==> src/rtl/csdec_pkg.sv <==
// Package: shared types for the chip-select decoder.
// Assumes compare width of 16 upper address bits and a 32-bit register port.
package csdec_pkg;
    localparam int REG_W  = 32;
    localparam int CMP_W  = 16;
    localparam int CTRL_W = 16;

    typedef enum logic [1:0] {
        SEL_BASE = 2'd0,
        SEL_MASK = 2'd1,
        SEL_CTRL = 2'd2,
        SEL_NONE = 2'd3
    } cfg_sel_e;

    typedef struct packed {
        logic [CMP_W-1:0]  base;
        logic [CMP_W-1:0]  mask;
        logic              wp;
        logic              vld;
        logic [CTRL_W-1:0] ctrl;
    } ch_cfg_t;
endpackage

==> src/rtl/csdec_regs.sv <==
// Module: per-channel configuration storage with combinational readback.
// Assumes one write per cycle; channel 0 control has its own reset value.
module csdec_regs
    import csdec_pkg::*;
#(
    parameter int                NUM_CH    = 8,
    parameter int                CH_W      = 3,
    parameter logic [CTRL_W-1:0] CTRL_RST0 = 16'h3D80,
    parameter logic [CTRL_W-1:0] CTRL_RSTN = 16'h0000
) (
    input  logic                       clk,
    input  logic                       rst_n,
    input  logic                       we,
    input  logic [CH_W-1:0]            ch,
    input  logic [1:0]                 sel,
    input  logic [REG_W-1:0]           wdata,
    output logic [REG_W-1:0]           rdata,
    output ch_cfg_t [NUM_CH-1:0]       cfg_o
);
    ch_cfg_t [NUM_CH-1:0] cfg_q;

    for (genvar i = 0; i < NUM_CH; i++) begin : g_ch
        localparam logic [CTRL_W-1:0] RST_CTRL = (i == 0) ? CTRL_RST0 : CTRL_RSTN;
        logic hit_w;
        assign hit_w = we && (ch == CH_W'(i));

        // Store base/mask/control for this channel on an addressed write.
        always_ff @(posedge clk) begin
            if (!rst_n) begin
                cfg_q[i].base <= '0;
                cfg_q[i].mask <= '0;
                cfg_q[i].wp   <= 1'b0;
                cfg_q[i].vld  <= 1'b0;
                cfg_q[i].ctrl <= RST_CTRL;
            end else if (hit_w) begin
                case (cfg_sel_e'(sel))
                    SEL_BASE: cfg_q[i].base <= wdata[REG_W-1 -: CMP_W];
                    SEL_MASK: begin
                        cfg_q[i].mask <= wdata[REG_W-1 -: CMP_W];
                        cfg_q[i].wp   <= wdata[1];
                        cfg_q[i].vld  <= wdata[0];
                    end
                    SEL_CTRL: cfg_q[i].ctrl <= wdata[CTRL_W-1:0];
                    default:  ;
                endcase
            end
        end
    end

    ch_cfg_t cur;

    // Format the addressed register for readback.
    always_comb begin
        cur = cfg_q[ch];
        case (cfg_sel_e'(sel))
            SEL_BASE: rdata = {cur.base, {(REG_W-CMP_W){1'b0}}};
            SEL_MASK: rdata = {cur.mask, {(REG_W-CMP_W-2){1'b0}}, cur.wp, cur.vld};
            SEL_CTRL: rdata = {{(REG_W-CTRL_W){1'b0}}, cur.ctrl};
            default:  rdata = '0;
        endcase
    end

    assign cfg_o = cfg_q;
endmodule

==> src/rtl/csdec_match.sv <==
// Module: address compare for one channel.
// Assumes the upper address half arrives alone; BOOT variant selects
// unconditionally while its own valid bit is clear.
module csdec_match
    import csdec_pkg::*;
#(
    parameter bit BOOT = 1'b0
) (
    input  ch_cfg_t          cfg,
    input  logic             bus_valid,
    input  logic [CMP_W-1:0] addr_hi,
    output logic             hit
);
    logic addr_eq;

    // Masked equality between address and base.
    always_comb begin
        addr_eq = (((addr_hi ^ cfg.base) & ~cfg.mask) == '0);
    end

    if (BOOT) begin : g_boot
        // Global select until validated, ordinary decode afterwards.
        always_comb hit = bus_valid && (!cfg.vld || addr_eq);
    end else begin : g_norm
        // Ordinary decode gated by the valid bit.
        always_comb hit = bus_valid && cfg.vld && addr_eq;
    end
endmodule

==> src/rtl/csdec_arb.sv <==
// Module: lowest-index priority pick plus write-protect check.
// Assumes hit vector is already gated by access-valid.
module csdec_arb #(
    parameter int NUM_CH = 8
) (
    input  logic [NUM_CH-1:0] hit,
    input  logic [NUM_CH-1:0] wp,
    input  logic              bus_write,
    output logic [NUM_CH-1:0] cs_n,
    output logic              acc_err
);
    logic [NUM_CH-1:0] grant;
    logic              found;

    // Keep only the lowest-numbered hit.
    always_comb begin
        grant = '0;
        found = 1'b0;
        for (int i = 0; i < NUM_CH; i++) begin
            if (hit[i] && !found) begin
                grant[i] = 1'b1;
                found    = 1'b1;
            end
        end
    end

    logic blocked;

    // Suppress the select and flag an error on a protected write.
    always_comb begin
        blocked = bus_write && ((grant & wp) != '0);
        acc_err = blocked;
        cs_n    = blocked ? '1 : ~grant;
    end
endmodule

==> src/rtl/csdec_top.sv <==
// Module: eight-channel programmable chip-select decoder (top).
// Assumes the master presents address bits 31..16, a write flag and an
// access-valid strobe; decode is combinational, registers are clocked.
module csdec_top
    import csdec_pkg::*;
#(
    parameter int                NUM_CH    = 8,
    parameter int                CH_W      = 3,
    parameter logic [CTRL_W-1:0] CTRL_RST0 = 16'h3D80
) (
    input  logic              clk,
    input  logic              rst_n,
    input  logic              cfg_we,
    input  logic [CH_W-1:0]   cfg_ch,
    input  logic [1:0]        cfg_sel,
    input  logic [REG_W-1:0]  cfg_wdata,
    output logic [REG_W-1:0]  cfg_rdata,
    input  logic              bus_valid,
    input  logic              bus_write,
    input  logic [CMP_W-1:0]  bus_addr_hi,
    output logic [NUM_CH-1:0] cs_n,
    output logic              acc_err
);
    ch_cfg_t [NUM_CH-1:0] cfg;
    logic    [NUM_CH-1:0] hit;
    logic    [NUM_CH-1:0] vld_vec;
    logic    [NUM_CH-1:0] wp_vec;

    csdec_regs #(
        .NUM_CH    (NUM_CH),
        .CH_W      (CH_W),
        .CTRL_RST0 (CTRL_RST0),
        .CTRL_RSTN ('0)
    ) u_regs (
        .clk   (clk),
        .rst_n (rst_n),
        .we    (cfg_we),
        .ch    (cfg_ch),
        .sel   (cfg_sel),
        .wdata (cfg_wdata),
        .rdata (cfg_rdata),
        .cfg_o (cfg)
    );

    for (genvar i = 0; i < NUM_CH; i++) begin : g_match
        csdec_match #(.BOOT(i == 0)) u_match (
            .cfg       (cfg[i]),
            .bus_valid (bus_valid),
            .addr_hi   (bus_addr_hi),
            .hit       (hit[i])
        );
        assign vld_vec[i] = cfg[i].vld;
        assign wp_vec[i]  = cfg[i].wp;
    end

    csdec_arb #(.NUM_CH(NUM_CH)) u_arb (
        .hit       (hit),
        .wp        (wp_vec),
        .bus_write (bus_write),
        .cs_n      (cs_n),
        .acc_err   (acc_err)
    );
endmodule

==> config.mk <==
export PLATFORM = sky130hd
export DESIGN_NAME = csdec_top
export DESIGN_NICKNAME = d
export VERILOG_FILES = /design/src/rtl/csdec_pkg.sv /design/src/rtl/csdec_regs.sv /design/src/rtl/csdec_match.sv /design/src/rtl/csdec_arb.sv /design/src/rtl/csdec_top.sv
export SDC_FILE = /design/constraint.sdc
export NUM_CORES = 1
export LEC_CHECK = 0
export BUFFER_PORTS_ARGS = -buffer_cell sky130_fd_sc_hd__buf_2
export CORE_UTILIZATION = 50
export DETAILED_ROUTE_END_ITERATION = 8
export PLACE_DENSITY = 0.67
export SETUP_SLACK_MARGIN = 0.3
export SLEW_MARGIN = 30
export SYNTH_ARGS = -nofsm -noshare
export SYNTH_HDL_FRONTEND = slang
export SYNTH_SLANG_ARGS = --single-unit
==> constraint.sdc <==
create_clock -name clk -period 3.8 [get_ports clk]
set_clock_uncertainty 0.15 [all_clocks]
set_input_delay 0.76 -clock clk [delete_from_list [all_inputs] [get_ports clk]]
set_output_delay 0.76 -clock clk [all_outputs]
set_load 0.1 [all_outputs]
* Word-level counts from Yosys, hierarchy flattened
Index checks and enable logic that the tools add are counted.
Operators by class: $add $sub $neg 0, multiply operators 0, divide/modulo/power cells 0, magnitude comparators 1, eq/ne operators 9, shift-type cells 0, multiplexer cells 18, bitwise operators 26, reductions and logical operators 75
Operator list (number):
- $bmux W50 S3 | 1
- $and A16 B16 Y16 | 8
- $logic_not A16 Y1 | 8
- $not A16 Y16 | 8
- $xor A16 B16 Y16 | 8
- $pmux W32 S3 | 1
- $mux W50 | 1
- $reduce_and A2 Y1 | 24
- $logic_and A1 B1 Y1 | 31
- $mux W1 | 14
- $eq A3 B3 Y1 const B | 4
- $and A8 B8 Y8 | 1
- $logic_not A1 Y1 | 8
- $mux W8 | 1
- $not A8 Y8 | 1
- $reduce_bool A8 Y1 | 1
- $eq A3 B2 Y1 const B | 2
- $lt A3 B4 Y1 const B | 1
- $eq A3 B1 Y1 const B | 1
- $logic_not A3 Y1 | 1
- $eq A2 B1 Y1 const B | 1
- $eq A2 B2 Y1 const B | 1
- $logic_not A2 Y1 | 1
- $logic_or A1 B1 Y1 | 1
Storage, ports and cells: bits in registers 400, latch bits 0, bits in writable memories 0, bits in read-only memories 0, bits of input ports 58, output and inout port bits 41, word-level logic and storage cells 169, memories kept 0

* Logic depth before layout (Yosys ltp)
Gate-level depths: netlist of run 1.
depth after elaboration 31, depth in mapped cells 9, gate-level depth less buffers 8

* Modules after synthesis
Synthesis of run 1 repeated with hierarchy kept, for this count alone.
Unflattened totals: cell total of the unflattened synthesis 2343, area total of the unflattened synthesis 20563.5 µm²
By module, submodules not included:
- csdec_regs | times used 1, cells an instance 2089, area each 18586.6 µm²
- csdec_match at g_match[1].u_match ... | times used 7, cells an instance 28, area each 220.2 µm²
- csdec_arb | times used 1, cells an instance 30, area each 221.5 µm²
- csdec_match at g_match[0].u_match | times used 1, cells an instance 28, area each 214.0 µm²

* Worst setup path after synthesis of run 1
No wires, ideal clock.
path kind input -> output, start point input bus_addr_hi[4], end point output cs_n[7], arrival time 3.670 ns, data required time 2.890 ns, setup slack -0.780 ns, cell stages on the path 9, buffers on the path 1, cells stage by stage buf_4 xnor2_1 o22ai_1 nor4_1 nand3_1 o311ai_1 nand2_1 o221a_1 o2111ai_1
Between the ends: cells in the longest elaborated chain, start to end 31
RTL lines:
- from (decl) | line csdec_top.sv:20 | input logic [CMP_W-1:0] bus_addr_hi,
- $xor A16 B16 Y16 | line csdec_match.sv:18 | addr_eq = (((addr_hi ^ cfg.base) & ~cfg.mask) == '0);
- $and A16 B16 Y16 | line csdec_match.sv:18
- $logic_not A16 Y1 | line csdec_match.sv:18
- $logic_or A1 B1 Y1 | line csdec_match.sv:23 | always_comb hit = bus_valid && (!cfg.vld || addr_eq);
- $logic_and A1 B1 Y1 | line csdec_match.sv:23
- $mux W1 | line csdec_arb.sv:20 | if (hit[i] && !found) begin
- $logic_not A1 Y1 | line csdec_arb.sv:20
- $logic_and A1 B1 Y1 | line csdec_arb.sv:20
- [15 not listed]
- $mux W1 | line csdec_arb.sv:20
- $logic_not A1 Y1 | line csdec_arb.sv:20
- $logic_and A1 B1 Y1 | line csdec_arb.sv:20
- $mux W1 | line csdec_arb.sv:20
- $and A8 B8 Y8 | line csdec_arb.sv:31 | blocked = bus_write && ((grant & wp) != '0);
- $reduce_bool A8 Y1 | line csdec_arb.sv:31
- $logic_and A1 B1 Y1 | line csdec_arb.sv:31
- $mux W8 (*) | line csdec_arb.sv:33 | cs_n = blocked ? '1 : ~grant;
- to (decl) | line csdec_top.sv:21 | output logic [NUM_CH-1:0] cs_n,
Every way passes the cells marked *; elsewhere a longest branch is shown, timed or not.

* Final worst setup path of run 1
start point input bus_addr_hi[4], end point output cs_n[2]
Same word-level chain as after synthesis.

==> summary.md, run 1 <==
| Metric | Value |
|---|---|
| Die Ht | `203 um` |
| Number of flip-flops in the largest register | `400` |
| DRT iter0 DRCs | `1761` |
| Pleak | `8.28 nW` |
| GR Overflow Total | `0` |
| Clock power frac | `0.454` |
| Dpl ws | `-0.440 ns` |
| Skew-Pair Late Insertion Delay | `0.57 ns` |
| Failing checks | `setup timing` |
| Dominant synthesized flop cell | `dfxtp_1` |
| WP data required | `2.89 ns` |
| Crit end category | `output port` |
| Max Fanout on Critical Path | `6` |
| CTS max path bufs | `3` |
| CTS H-tree lvls | `2` |
| Placed inst area | `22400 um2` |
| Post-synth ARST share | `0` |
| Die area | `41300 um2` |
| NetSw | `0.00235 W` |
| Dominant cell by count in the synthesized netlist | `nand2_1` |
| Total wire length | `73000 um` |
| Clock transition at the registers of the reported paths | `0.06 ns` |
| Core ar. | `39800 um2` |
| Final Total Pwr | `0.00951 W` |
| FMAX | `251 MHz` |
| Synthesized area per cell | `8.78 um2` |
| Sequential-to-total area share from yosys stat | `0.396` |
| Vias per cell | `6.05` |
| Syn Inst Count | `2306` |
| Flop and latch count out of synthesis | `400` |
| Clk root buf | `clkbuf_16` |
| Worst setup SP type | `input pin` |
| Flop pwr share | `0.448` |
| Post-synth top area share | `0.396` |
| # hold bufs at CTS | `0` |
| Synth cell count leaders | `829 x nand2_1, 400 x dfxtp_1, 394 x a21boi_0` |
| Combinational share of power | `0.099` |
| Final core utilization | `0.630` |
| Fillers | `3293` |
| Worst setup margin | `-0.180 ns` |
| Tcrit/Tclk final | `1.05` |
| Total Routing Usage GR | `0.357` |
| Mapped Nets | `2364` |
| CTS tree | `yes` |
| First-pass GRT wire length | `110000 um` |
| Vias in the first global route | `17500` |
| # rows | `73` |
| Post-synth cell types | `48` |
| Sw Share | `0.247` |
| Internal | `0.00716 W` |
| Final hold violations | `0` |
| Yosys top cell by area | `dfxtp_1` |
| Number of top-level pins | `99` |
| Setup-failing EPs final | `8` |
| Initial DRT Pass Iterations | `6` |
| Max Slew Vio Count | `0` |
| Share of layout cells above drive strength 1 | `0.242` |
| Arrival @ worst endpoint | `3.07 ns` |
| Worst-Margin Slew | `1.02 ns` |
| Design area | `25100 um2` |
| Die W | `203 um` |
| EDFF count, synth | `0` |
| Slowest stage delay, CP | `0.52 ns` |
| Synthesis-to-layout area growth | `24.0%` |
| Status | `finished with violations` |
| RSZ-0062 raised after global routing | `true` |
| CP Class | `in2out` |
| DRC errors left | `0` |
| Worst min path class | `reg2reg` |
| Initial Util | `0.508` |
| Reg area | `8030 um2` |
| Synthesized area | `20200 um2` |
| Maximum vdd drop | `335 uV` |
| Fin nets | `2464` |
| Sink Count | `400` |
| Cells along the critical path | `buf_12 -> buf_12 -> buf_4 -> xnor2_1 -> o22ai_1 -> nor4_4 -> buf_4 -> and3_4 -> mux2i_2 -> or4_4 -> nand3_4 -> or4b_4 -> buf_12` |
| Per-cell routed wire length | `24.6 um` |
| Synth warn | `0` |
| Crit path top cell by count | `buf_12` |
| Via count | `17900` |
| Initial antenna violation count | `2` |
| Post-DRT Antenna Nets | `0` |
| Tmin final | `3.98 ns` |
| Post-DP HPWL | `49700 um` |
| CTS buffer count | `44` |
| Port bufs | `98` |
| Number of max-cap violations | `0` |
| Slowest cell on crit path | `or4b_4` |
| Slew headroom | `0.316` |
| Area contributors post-synth | `dfxtp_1 40%, nand2_1 15%, a21boi_0 15%` |
| Multi-input gate area | `12300 um2` |
| Gpl congestion | `0.958` |
| Largest net degree at the start of global routing | `139` |
| Power density cells | `379 nW/um2` |
## placed cells by master, fill, tap and decap left out, types with 16 or more instances in the layout
cell and instances:
nand2_1 829, a21boi_0 394, dfxtp_1 380, buf_4 119, mux4_2 116, xnor2_1 87, clkbuf_16 45, buf_12 45
nor2_1 44, buf_2 41, o22ai_1 38, buf_6 36, xnor2_2 32, dfxtp_2 20, o22ai_2 18, nor2b_4 16
## logic make-up after synthesis
kind of cell           Yosys count  share of synthesized area
AND/OR/NAND/NOR                971                      0.193
AO/OA/AOI/OAI                  472                      0.173
flip-flops                     400                      0.396
buffers and inverters          204                     0.0454
multiplexers                   131                      0.137
XOR/XNOR                       128                     0.0569
## power groups by stage
stage	combinational [W]	sequential [W]	clock, W
after floorplan	0.000552	0.00433	0
after global placement	0.000813	0.00434	0
after detailed placement	0.000820	0.00435	0
after CTS	0.000896	0.00425	0.00435
after global routing	0.000975	0.00426	0.00452
final	0.000937	0.00426	0.00431
## final timing paths
path / endpoint / startpoint / slack, ns / depth (start not counted)
min reg2reg: u_regs.cfg_o[359] / u_regs.cfg_o[359] / 0.31 / 2
min: u_regs.cfg_o[359] / u_regs.cfg_o[359] / 0.31 / 2
max: cs_n[2] / bus_addr_hi[4] / -0.18 / 13
max reg2reg: u_regs.cfg_o[196] / u_regs.cfg_o[196] / 2.83 / 2
## layout make-up
cell class	instances	area share
diodes	1	0.0000997
multi-input cells	1702	0.489
repair buffers	253	0.106
clock inverters	8	0.00419
inverters	5	0.000748
clock buffers	70	0.0529
well taps	525	0.0262
flip-flops and latches	400	0.320
## what timing repair did
item                                    4_1_cts  5_1_grt
resized for setup                           157       58
cloned                                        2        1
buffers inserted                             18        2
endpoints found under the setup margin       41       18
hold endpoints to repair                      0        0
pin swaps                                    32       27
## stage by stage
step	setup TNS (ns)	cells	hold slack [ns]
finish	-0.775	2964	0.310
floorplan	-0.172	2306	0.286
global placement	-2.10	2862	0.296
detailed placement	-2.32	2862	0.307
global route	-1.16	2963	0.330
CTS	-0.438	2960	0.314
## worst max-delay path: cells and delay by family
| family | cells | cell delay (ns) |
|---|---|---|
| compound gates | 1 | 0.28 |
| mux | 1 | 0.19 |
| buf+inv | 5 | 0.70 |
| simple gates | 5 | 1.00 |
| xor+xnor | 1 | 0.11 |
## layer usage
layer  routed length [um]  up-vias  GRT usage
met3                 6210      203     0.0527
li1                     -     8012          -
met2                34200      926      0.579
met4                 3240        2      0.158
met1                29400     8804      0.471
met5                    8        -          0
Power figures use the tool's default switching activity.
==> inputs of run 2 (changes only) <==
- CORE_MARGIN: default -> 3
- PLACE_DENSITY: 0.67 -> 0.73
==> run 2 against run 1 <==
The flow still finishes with violations (setup timing); first-iteration DRC count grew 17%; critical endpoint is now cs_n[5]; via count grew 0.33%; largest cell class unchanged; sequential cell count stayed put; sequential share of layout area grew 0.45 points; sequential power about the same; utilization shrank 0.93 points.
==> summary.md, run 2 (synthesis results as in run 1) <==
| Metric | Value |
|---|---|
| Vias in the first global route | `17600` |
| Arrival @ worst endpoint | `3.10 ns` |
| Total Routing Usage GR | `0.330` |
| FMAX | `250 MHz` |
| Final setup TNS | `-1.14 ns` |
| Max Slew Vio Count | `0` |
| Maximum vdd drop | `477 uV` |
| Post-DP HPWL | `48500 um` |
| Worst path buffer plus inverter count | `6` |
| Slew headroom | `0.345` |
| Most common cell after layout, fill and taps aside | `nand2_1` |
| Gpl congestion | `1.00` |
| Crit end category | `output port` |
| Synthesis-to-layout area growth | `22.2%` |
| Sink Count | `400` |
| Worst setup SP type | `input pin` |
| CTS buffer count | `44` |
| Number of max-cap violations | `0` |
| Pleak | `8.06 nW` |
| R2R Setup Slk | `2.77 ns` |
| Fin nets | `2426` |
| First-pass GRT wire length | `110000 um` |
| CP Class | `in2out` |
| CTS max path bufs | `3` |
| GR Overflow Total | `0` |
| Final Total Pwr | `0.00961 W` |
| DRT iter0 DRCs | `2065` |
| # hold bufs at CTS | `0` |
| Die W | `207 um` |
| Clock transition at the registers of the reported paths | `0.05 ns` |
| Worst setup margin | `-0.206 ns` |
| Tmin final | `4.01 ns` |
| Post-DRT Antenna Nets | `0` |
| Setup crit end | `cs_n[5]` |
| Initial antenna violation count | `6` |
| R2R Path Start | `u_regs.cfg_o[298]` |
| Via count | `18000` |
| Cells along the critical path | `buf_6 -> buf_12 -> buf_4 -> xnor2_2 -> o22ai_1 -> nor3_2 -> buf_4 -> and3_4 -> mux2i_2 -> or4_4 -> nand3_4 -> buf_6 -> or4_4 -> buf_12` |
| Tcrit/Tclk final | `1.05` |
| CTS tree | `yes` |
| Status | `finished with violations` |
| Worst-Margin Slew | `0.980 ns` |
| Reg-to-Reg End | `u_regs.cfg_o[298]` |
| Die area | `42900 um2` |
| Initial DRT Pass Iterations | `5` |
| Share of layout cells above drive strength 1 | `0.226` |
| Critical Path Stages | `14` |
| Slowest stage delay, CP | `0.45 ns` |
| Design area | `24700 um2` |
| Slowest cell on crit path | `or4_4` |
| Placed inst area | `22100 um2` |
| Initial Util | `0.508` |
| CP top delay family | `simple AND/OR/NAND/NOR gates` |
| Largest net degree at the start of global routing | `129` |
| Vias per cell | `6.15` |
| Final hold violations | `0` |
| Setup-failing EPs final | `8` |
| Critical path origin | `bus_addr_hi[10]` |
| Clk root buf | `clkbuf_16` |
| Worst reg2reg path depth | `2` |
| RSZ-0062 raised after global routing | `true` |
| Number of flip-flops in the largest register | `400` |
| Max Fanout on Critical Path | `5` |
| Power density cells | `389 nW/um2` |
| Port bufs | `98` |
| Skew-Pair Late Insertion Delay | `0.57 ns` |
| Most frequent cells in the layout | `828 x nand2_1, 394 x a21boi_0, 388 x dfxtp_1` |
| # rows | `73` |
| Final hold slack | `0.311 ns` |
| Core ar. | `39800 um2` |
| DRC errors left | `0` |
| Final core utilization | `0.621` |
| Per-cell routed wire length | `24.9 um` |
| Total wire length | `72900 um` |
| Failing checks | `setup timing` |
| Die Ht | `207 um` |
| Number of top-level pins | `99` |
| CTS H-tree lvls | `2` |
| WP data required | `2.89 ns` |
| Worst min path class | `reg2reg` |
-- run 2: changes by cell type in the layout (fill, tap and decap cells not counted), moves of 7 or more --
cell | before | now
dfxtp_1 | 380 | 388
dfxtp_2 | 20 | 11
buf_4 | 119 | 98
clkbuf_8 | 13 | 6
buf_6 | 36 | 28
clkinv_2 | 4 | 11
buf_12 | 45 | 37
-- run 2: final cells by class --
type                    count  area, um2
diodes                      2       5.00
clock buffers              60       1230
clock inverters            20        241
fillers                  3270      15100
inverters                   5       18.8
multi-input cells        1702      12300
flip-flops and latches    400       8030
well taps                 525        657
repair buffers            215       2290
-- run 2: repair_timing --
item / CTS / global route
buffers inserted: 11 / 1
pin swaps: 20 / 18
gates resized for setup: 144 / 50
cloned: 2 / 2
endpoints found under the setup margin: 38 / 18
-- run 2: report_power, final --
| part | total (W) | internal, W | switching, W | leakage [nW] |
|---|---|---|---|---|
| registers | 0.00425 | 0.00422 | 0.0000303 | 3.23 |
| logic | 0.000915 | 0.000383 | 0.000533 | 4.10 |
| clock network | 0.00444 | 0.00262 | 0.00182 | 0.731 |
| total | 0.00961 | 0.00723 | 0.00238 | 8.06 |
-- run 2: stage by stage --
stage / instances / setup slack (ns)
6_report: 2929 / -0.206
5_1_grt: 2927 / -0.251
4_1_cts: 2924 / -0.115
3_5_place_dp: 2831 / -0.358
3_3_place_gp: 2831 / -0.374
2_1_floorplan: 2306 / -0.121
-- run 2: worst reg2reg max path, cell delays in order (launching register included) --
cell and delay, ns:
dfxtp_1 0.45, nand2_1 0.09, a21boi_0 0.25
-- run 2: layer usage --
| metal | wire length (um) | up-vias | global-route usage | share of wire |
|---|---|---|---|---|
| met3 | 7800 | 235 | 0.0766 | 0.11 |
| met2 | 33500 | 1124 | 0.527 | 0.46 |
| met1 | 27900 | 8695 | 0.432 | 0.38 |
| li1 | - | 7942 | - | - |
| met5 | 74 | - | 0 | 0.0010 |
| met4 | 3610 | 10 | 0.142 | 0.050 |
-- run 2: how the worst min path moves through the flow --
stage	from	to	slack, ns	cells past startpoint
4_1_cts	u_regs.cfg_o[106]	u_regs.cfg_o[106]	0.31	2
6_report	u_regs.cfg_o[365]	u_regs.cfg_o[365]	0.31	2
3_3_place_gp	u_regs.cfg_o[313]	u_regs.cfg_o[313]	0.30	2
5_1_grt	u_regs.cfg_o[259]	u_regs.cfg_o[259]	0.32	2
2_1_floorplan	u_regs.cfg_o[10]	u_regs.cfg_o[10]	0.29	2
3_5_place_dp	u_regs.cfg_o[106]	u_regs.cfg_o[106]	0.30	2
